<file path="src/rtl/slv_match_pkg.sv">
`timescale 1ns/1ps
package slv_match_pkg;
  typedef enum logic {
    SEL_SLOT = 1'b0,
    SEL_MASK = 1'b1
  } cfg_kind_e;
endpackage

</file>
<file path="src/rtl/sam_cfg_regs.sv">
`timescale 1ns/1ps
module sam_cfg_regs
  import slv_match_pkg::*;
#(
  parameter int NUM_SLOTS = 4,
  parameter int REG_W     = 8,
  parameter int IDX_W     = 2
) (
  input  logic                            clk_i,
  input  logic                            rst_ni,
  input  logic                            we_i,
  input  cfg_kind_e                       kind_i,
  input  logic [IDX_W-1:0]                idx_i,
  input  logic [REG_W-1:0]                wdata_i,
  output logic [REG_W-1:0]                rdata_o,
  output logic [NUM_SLOTS-1:0][REG_W-1:0] slot_regs_o,
  output logic [NUM_SLOTS-1:0][REG_W-1:0] mask_regs_o
);
  logic [NUM_SLOTS-1:0][REG_W-1:0] slot_q;
  logic [NUM_SLOTS-1:0][REG_W-1:0] mask_q;

  for (genvar g = 0; g < NUM_SLOTS; g++) begin : g_reg
    logic sel_hit;
    assign sel_hit = we_i && (idx_i == IDX_W'(g));

    always_ff @(posedge clk_i or negedge rst_ni) begin
      if (!rst_ni) begin
        slot_q[g] <= '0;
        mask_q[g] <= '0;
      end else if (sel_hit) begin
        if (kind_i == SEL_SLOT) slot_q[g] <= wdata_i;
        else                    mask_q[g] <= wdata_i;
      end
    end
  end

  always_comb begin
    rdata_o = '0;
    for (int i = 0; i < NUM_SLOTS; i++) begin
      if (idx_i == IDX_W'(i)) begin
        rdata_o = (kind_i == SEL_SLOT) ? slot_q[i] : mask_q[i];
      end
    end
  end

  assign slot_regs_o = slot_q;
  assign mask_regs_o = mask_q;
endmodule

</file>
<file path="src/rtl/sam_slot_cmp.sv">
`timescale 1ns/1ps
module sam_slot_cmp #(
  parameter int ADDR_W = 7,
  localparam int REG_W = ADDR_W + 1
) (
  input  logic [REG_W-1:0]  slot_reg_i,
  input  logic [REG_W-1:0]  mask_reg_i,
  input  logic [ADDR_W-1:0] rx_addr_i,
  input  logic              rx_is_gc_i,
  output logic              hit_o
);
  logic [ADDR_W-1:0] stored;
  logic [ADDR_W-1:0] care;
  logic              gc_en;
  logic              addr_eq;

  assign stored  = slot_reg_i[REG_W-1:1];
  assign gc_en   = slot_reg_i[0];
  assign care    = ~mask_reg_i[REG_W-1:1];
  assign addr_eq = ((rx_addr_i ^ stored) & care) == '0;

  // The zero address bypasses mask and stored address entirely.
  assign hit_o = rx_is_gc_i ? gc_en : addr_eq;
endmodule

</file>
<file path="src/rtl/sam_prio_enc.sv">
`timescale 1ns/1ps
module sam_prio_enc #(
  parameter int N     = 4,
  parameter int IDX_W = 2
) (
  input  logic [N-1:0]     req_i,
  output logic             any_o,
  output logic [IDX_W-1:0] idx_o
);
  always_comb begin
    idx_o = '0;
    for (int i = N - 1; i >= 0; i--) begin
      if (req_i[i]) idx_o = IDX_W'(i);
    end
  end

  assign any_o = |req_i;
endmodule

</file>
<file path="src/rtl/slv_addr_matcher.sv">
`timescale 1ns/1ps
module slv_addr_matcher
  import slv_match_pkg::*;
#(
  parameter int NUM_SLOTS = 4,
  parameter int ADDR_W    = 7,
  localparam int REG_W    = ADDR_W + 1,
  localparam int IDX_W    = (NUM_SLOTS > 1) ? $clog2(NUM_SLOTS) : 1,
  localparam int SEL_W    = IDX_W + 1
) (
  input  logic             clk_i,
  input  logic             rst_ni,
  input  logic             master_mode_i,
  input  logic             cfg_we_i,
  input  logic [SEL_W-1:0] cfg_sel_i,
  input  logic [REG_W-1:0] cfg_wdata_i,
  output logic [REG_W-1:0] cfg_rdata_o,
  input  logic             addr_valid_i,
  output logic             addr_ready_o,
  input  logic [REG_W-1:0] addr_byte_i,
  output logic             match_o,
  output logic [IDX_W-1:0] match_idx_o,
  output logic             gen_call_o,
  output logic             rnw_o
);
  logic [NUM_SLOTS-1:0][REG_W-1:0] slot_regs;
  logic [NUM_SLOTS-1:0][REG_W-1:0] mask_regs;
  logic [NUM_SLOTS-1:0]            hits;
  logic [ADDR_W-1:0]               rx_addr;
  logic                            rx_is_gc;
  logic                            any_hit;
  logic [IDX_W-1:0]                win_idx;
  logic                            accept;
  cfg_kind_e                       cfg_kind;

  assign cfg_kind = cfg_kind_e'(cfg_sel_i[SEL_W-1]);

  sam_cfg_regs #(
    .NUM_SLOTS(NUM_SLOTS),
    .REG_W    (REG_W),
    .IDX_W    (IDX_W)
  ) u_regs (
    .clk_i      (clk_i),
    .rst_ni     (rst_ni),
    .we_i       (cfg_we_i),
    .kind_i     (cfg_kind),
    .idx_i      (cfg_sel_i[IDX_W-1:0]),
    .wdata_i    (cfg_wdata_i),
    .rdata_o    (cfg_rdata_o),
    .slot_regs_o(slot_regs),
    .mask_regs_o(mask_regs)
  );

  assign rx_addr  = addr_byte_i[REG_W-1:1];
  assign rx_is_gc = (rx_addr == '0);

  for (genvar g = 0; g < NUM_SLOTS; g++) begin : g_slot
    sam_slot_cmp #(.ADDR_W(ADDR_W)) u_cmp (
      .slot_reg_i(slot_regs[g]),
      .mask_reg_i(mask_regs[g]),
      .rx_addr_i (rx_addr),
      .rx_is_gc_i(rx_is_gc),
      .hit_o     (hits[g])
    );
  end

  sam_prio_enc #(.N(NUM_SLOTS), .IDX_W(IDX_W)) u_prio (
    .req_i(hits),
    .any_o(any_hit),
    .idx_o(win_idx)
  );

  assign addr_ready_o = !master_mode_i;
  assign accept       = addr_valid_i && addr_ready_o;

  always_ff @(posedge clk_i or negedge rst_ni) begin
    if (!rst_ni) begin
      match_o     <= 1'b0;
      match_idx_o <= '0;
      gen_call_o  <= 1'b0;
      rnw_o       <= 1'b0;
    end else if (master_mode_i) begin
      match_o     <= 1'b0;
      match_idx_o <= '0;
      gen_call_o  <= 1'b0;
      rnw_o       <= 1'b0;
    end else if (accept) begin
      match_o     <= any_hit;
      match_idx_o <= win_idx;
      gen_call_o  <= rx_is_gc && any_hit;
      rnw_o       <= addr_byte_i[0];
    end
  end
endmodule

</file>
<file path="config.mk">
export PLATFORM = sky130hd
export DESIGN_NAME = slv_addr_matcher
export DESIGN_NICKNAME = d
export VERILOG_FILES = /design/src/rtl/slv_match_pkg.sv /design/src/rtl/sam_cfg_regs.sv /design/src/rtl/sam_slot_cmp.sv /design/src/rtl/sam_prio_enc.sv /design/src/rtl/slv_addr_matcher.sv
export SDC_FILE = /design/constraint.sdc
export NUM_CORES = 1
export LEC_CHECK = 0
export ABC_CLOCK_PERIOD_IN_PS = 2800
export BUFFER_PORTS_ARGS = -buffer_cell sky130_fd_sc_hd__buf_2
export CAP_MARGIN = 20
export CELL_PAD_IN_SITES_DETAIL_PLACEMENT = 1
export CELL_PAD_IN_SITES_GLOBAL_PLACEMENT = 2
export CORE_ASPECT_RATIO = 1.5
export CORE_MARGIN = 8
export CORE_UTILIZATION = 40
export CTS_BUF_LIST = sky130_fd_sc_hd__clkbuf_8
export DETAILED_ROUTE_END_ITERATION = 12
export PLACE_DENSITY_LB_ADDON = 0.2
export SLEW_MARGIN = 20
export SYNTH_ARGS = -nofsm -noshare
export SYNTH_HDL_FRONTEND = slang
export SYNTH_HIERARCHICAL = 1
export SYNTH_SLANG_ARGS = --single-unit
</file>
<file path="constraint.sdc">
create_clock -name clk_i -period 2.8 [get_ports clk_i]
set_clock_uncertainty 0.2 [all_clocks]
set_input_delay 0.28 -clock clk_i [delete_from_list [all_inputs] [get_ports clk_i]]
set_output_delay 0.28 -clock clk_i [all_outputs]
set_load 0.005 [all_outputs]
</file>
=== Yosys cells after proc, flatten, opt, wreduce, memory -nomap -nowiden ===
Index checks and enable logic that the tools add are counted.

* Logic and storage cells: 75
* Bits in registers: 69
* Output and inout port bits: 14
* Bits of input ports: 24

* Mux-type cells: 24
* Reduce and logical (&&, ||, !) cells: 23
* Equality and inequality tests: 3
* Bitwise gates (word level): 13

{| class="wikitable"
|+ Operators by type and width
! operator !! count
|-
| $mux 8 || 8
|-
| $logic_not 7->1 || 5
|-
| $and 7x7->7 || 4
|-
| $not 7->7 || 4
|-
| $xor 7x7->7 || 4
|-
| $reduce_and 2->1 || 8
|-
| $mux 2 || 6
|-
| $mux 1 || 10
|-
| $logic_and 1x1->1 || 6
|-
| $eq 2x2->1 const B || 2
|-
| $reduce_or 4->1 || 1
|-
| $eq 2x1->1 const B || 1
|-
| $logic_not 2->1 || 1
|-
| $reduce_bool 2->1 || 1
|-
| $logic_not 1->1 || 1
|-
| $not 1->1 || 1
|}

=== Logic depth before layout (Yosys ltp) ===
* Depth in word-level cells: 10
* Mapped depth: 8
* Mapped depth without buffers: 8

=== Hierarchy ===
The synthesis kept the hierarchy.

{| class="wikitable"
|+ Modules (own cells, without submodules)
! module !! area each (um2) !! seq. area each (um2) !! times used !! cells an instance
|-
| sam_cfg_regs || 3012.9 || 1601.5 || 1 || 170
|-
| sam_slot_cmp || 100.1 || 0.0 || 4 || 14
|-
| slv_addr_matcher || 235.2 || 125.1 || 1 || 21
|-
| sam_prio_enc || 35.0 || 0.0 || 1 || 7
|}

=== Worst setup path after synthesis ===
No wires, ideal clock.

* Kind: input -> register
* From: input port addr_byte_i[3]
* To: register gen_call_o
* Setup slack: 0.780 ns
* Stages: 8
* Required time: 2.496 ns
* Data arrival time: 1.717 ns
* Buffers on the path: 0
* Library setup time: 0.104 ns
* Path through: or4_4 -> nor2_1 -> nand2_1 -> o21ai_1 -> nor2_1 -> nand2_1 -> nand2_1 -> o41ai_2

* Elaborated cells between the ends (all ways): 21
* Those cells by class: 6 x mux; 8 x bitwise; 7 x reduce/logical

{| class="wikitable"
|+ RTL lines
! item !! RTL line !! text
|-
| start: declaration || slv_addr_matcher.sv:20 || <nowiki>input logic [REG_W-1:0] addr_byte_i,</nowiki>
|-
| $logic_not 7->1 || slv_addr_matcher.sv:55 || <nowiki>assign rx_is_gc = (rx_addr == '0);</nowiki>
|-
| named net rx_is_gc || slv_addr_matcher.sv:30 || <nowiki>logic rx_is_gc;</nowiki>
|-
| $mux 1 || sam_slot_cmp.sv:23 || <nowiki>assign hit_o = rx_is_gc_i ? gc_en : addr_eq;</nowiki>
|-
| named net hits[0] || slv_addr_matcher.sv:28 || <nowiki>logic [NUM_SLOTS-1:0] hits;</nowiki>
|-
| $reduce_or 4->1 || sam_prio_enc.sv:17 || <nowiki>assign any_o = |req_i;</nowiki>
|-
| named net any_hit || slv_addr_matcher.sv:31 || <nowiki>logic any_hit;</nowiki>
|-
| $logic_and 1x1->1 || slv_addr_matcher.sv:90 || <nowiki>gen_call_o <= rx_is_gc && any_hit;</nowiki>
|-
| $mux 1 || slv_addr_matcher.sv:87 || <nowiki>end else if (accept) begin</nowiki>
|-
| $mux 1 || slv_addr_matcher.sv:82 || <nowiki>end else if (master_mode_i) begin</nowiki>
|-
| end signal: assignment || slv_addr_matcher.sv:90 ||
|-
| end: declaration || slv_addr_matcher.sv:23 || <nowiki>output logic gen_call_o,</nowiki>
|}

The timed path passes the listed nets, and every way through them passes these cells. The select of a mux whose other input is x is not followed.
A chain may end at the register's enable or synchronous reset.

=== Final worst setup path ===
* From: input port cfg_sel_i[0]
* To: output port cfg_rdata_o[5]

* Longest elaborated chain between the ends: 5
* Elaborated cells between the ends (all ways): 8
* Those cells by class: 3 x eq/ne; 4 x mux; 1 x reduce/logical

{| class="wikitable"
|+ Ends and longest elaborated chain
! item !! RTL line !! text
|-
| start: declaration || slv_addr_matcher.sv:15 || <nowiki>input logic [SEL_W-1:0] cfg_sel_i,</nowiki>
|-
| $logic_not 2->1 || sam_cfg_regs.sv:40 || <nowiki>if (idx_i == IDX_W'(i)) begin</nowiki>
|-
| $mux 8 (3 in series) || sam_cfg_regs.sv:40 ||
|-
| $mux 8 (*) || sam_cfg_regs.sv:40 ||
|-
| end: declaration || slv_addr_matcher.sv:17 || <nowiki>output logic [REG_W-1:0] cfg_rdata_o,</nowiki>
|}

Every way passes the cells marked *; elsewhere a longest branch is shown, timed or not.

==> impl_results.md <==
- ANT nets after route: 0
- Critical path depth: 4
- Critical-path cell list: buf_2 -> mux4_1 -> mux2_2 -> buf_2
- Reg2Reg Setup Slack: 0.46 ns
- Height of the die: 134 um
- Commonest non-fill, non-tap cells in the layout: mux2_2 (72), dfrtp_1 (69), buf_2 (37)
- Synth Area in Simple Gates: 6.79%
- Compound-cell area share of the yosys netlist: 3.40%
- Post-layout min period: 2.38 ns
- Longest Clk Path Bufs: 2
- Pwr dens: 705 nW/um^2
- Post-CTS Setup Inserts: 0
- Clk_lat worst skew: 0.35 ns
- LEAKAGE: 0.00183 uW
- Port Buffers: 37
- Worst R2R Path Depth: 8
- Initial core utilization: 40.5%
- Via count: 2,332
- Max Fanout on Critical Path: 24
- Synth warn: 6
- Sequential element share of the synthesized area: 46.9%
- Post-synthesis register bit count: 69
- Worst Tran Pin Value: 0.701 ns
- DR DRC count: 0
- NumNets Final: 325
- Largest cells by area after synthesis: dfrtp_1 (47%), mux2_2 (22%), mux4_1 (11%), xnor2_1 (6.7%), o22ai_1 (2.0%)
- DP Cell Count: 398
- Worst min path class: input pin to register
- Non-Filler Instances: 418
- Critical path startpoint category: input pin
- Max Freq: 0.421 GHz
- First-pass GRT wire length: 15,100 um
- Status: completed
- Most common cell on crit path: buf_2
- RD Place Congestion: 0.767
- Area grow syn2layout: 15.1%
- Slew Limit Fails: 0
- Critical path destination: cfg_rdata_o[5]
- RSZ-0062 raised after global routing: false
- Slew HR: 53.3%
- Fin crit share: 84.9%
- Synth Area in XOR/XNOR: 6.66%
- CTS tree: built
- Final hold violation count: 0
- DP Wirelength: 6680 um
- # clock sinks: 69
- Area of the core: 9090 sq um
- Worst vdd ir: 0.363 mV
- Crit. Startpoint: cfg_sel_i[0]
- WP buf/inv: 2
- Max incr delay on CP: 0.65 ns
- Setup CP Type: input pin to output port
- Final setup fails: 0
- Most common cell after layout, fill and taps aside: mux2_2
- Number of CTS-inserted buffers: 9
- Initial antenna violation count: 0
- Diodes inserted: 0
- Synth Area per Inst: 14.5 sq um
- Root buf cell: clkbuf_8
- Worst Path Arrival: 1.90 ns
- Drt first pass iters: 4
- Delay-heaviest family, CP: multiplexers
- Multiplexer share of the synthesized area: 34.1%
- Cell Area, Synth: 3680 sq um
- RR Endpoint: gen_call_o
- Final setup TNS: 0 ns
- Synth Area in Adders: 0%
- Via/cell ratio: 5.58
- Largest family of logic cells by synthesized area: multiplexers
- Rows: 43
- Gate Count Post-Synth: 254
- Die span in x: 94.4 um
- Share of cells above drive strength 1: 47.1%
- Largest net degree at the start of global routing: 32
- Area leader, netlist: dfrtp_1
- CP endpoint kind: output port
- Clk slew on worst S/H paths: 0.08 ns
- Per-cell routed wire length: 22.0 um
- Synth cell types: 29
- Die area: 12,600 sq um
- Top Ports: 38
- H-tree lvl count: 3
- Grt ovf: 0
- WL final: 9200 um
- FF-to-FF Start: u_regs/slot_regs_o[2]
- Gr usage total: 16.1%
- DR iter-0 viols: 112
- Worst EP required: 2.32 ns
- Max-cap viol count: 0
- Syn nets: 278
- Synth top area share: 46.9%
- Number of global-route vias before repair: 2,680
- CP max-delay cell: mux4_1
[routing by layer]
layer	routed length, um	global-route usage (%)
met1	3720	18.4
met2	4990	28.0
met3	275	2.42
met4	216	7.97
met5	0	0
[logic make-up after synthesis]
kind of cell	Yosys count
muxes	91
xor gates and xnor gates	28
DFF	69
AOI/OAI and AO/OA	19
and+or+nand+nor	34
buffers and inverters	13
[stage by stage]
step	utilization, %	hold WS, ns	setup slack, ns	area [sq um]	total power (uW)
floorplan	-	-0.216	0.780	3680	1880
global placement	43.9	0.167	0.398	3990	2140
detailed placement	43.9	0.158	0.348	3990	2160
CTS	46.6	0.0500	0.420	4240	3040
global route	46.6	0.0667	0.319	4240	3170
finish	46.6	0.0712	0.423	4240	2990
[sequential cells by signal, indices dropped and copies added (netlist names)]
name and cells:
u_regs/mask_regs_o 32, u_regs/slot_regs_o 32, match_idx_o 2, gen_call_o 1, match_o 1, rnw_o 1
[power breakdown]
group          switching (uW)  internal, uW
Sequential                175          1210
Combinational             298           446
Clock                     380           480
Total                     853          2140
[worst min path at each step]
stage / from / to / slack, ns / cells past startpoint
2_1_floorplan: rst_ni / gen_call_o / -0.22 / 0
3_3_place_gp: rst_ni / u_regs/mask_regs_o[24] / 0.17 / 1
3_5_place_dp: rst_ni / u_regs/mask_regs_o[24] / 0.16 / 1
4_1_cts: cfg_wdata_i[2] / u_regs/slot_regs_o[18] / 0.05 / 2
5_1_grt: cfg_wdata_i[5] / u_regs/slot_regs_o[21] / 0.07 / 2
6_report: cfg_wdata_i[2] / u_regs/slot_regs_o[18] / 0.07 / 2
[cells in the mapped netlist]
cell      instances
clkbuf_1          1
buf_4             2
buf_6             2
nand4b_2          3
nor4bb_1          1
or4_4             1
nand2_1           6
nand4_2           1
or3_1             1
o41ai_2           1
nor3_1            1
or4_1             4
mux2i_1           3
mux4_2            1
o22ai_1          12
a21oi_2           1
xnor2_1          28
and4bb_2          2
or3b_2            1
mux4_1           15
nor2_1           10
nand2b_1          2
inv_1             2
mux2_2           72
a21oi_1           1
nor4b_4           1
buf_2             6
o21ai_1           4
dfrtp_1          69
[area by class of cell]
cell class / count / area, sq um
Fill cell: 955 / 4850
Multi-Input combinational cell: 172 / 1880
Sequential cell: 69 / 1730
Timing Repair Buffer: 47 / 270
Clock buffer: 12 / 165
Tap cell: 112 / 140
Clock inverter: 4 / 45.0
Inverter: 2 / 7.51
[timing repair]
item,in CTS,in global routing
hold buffers,4,0
endpoints found under the hold margin,34,0
resized for setup,0,0
Note: power is estimated with default switching activity, not from simulation.
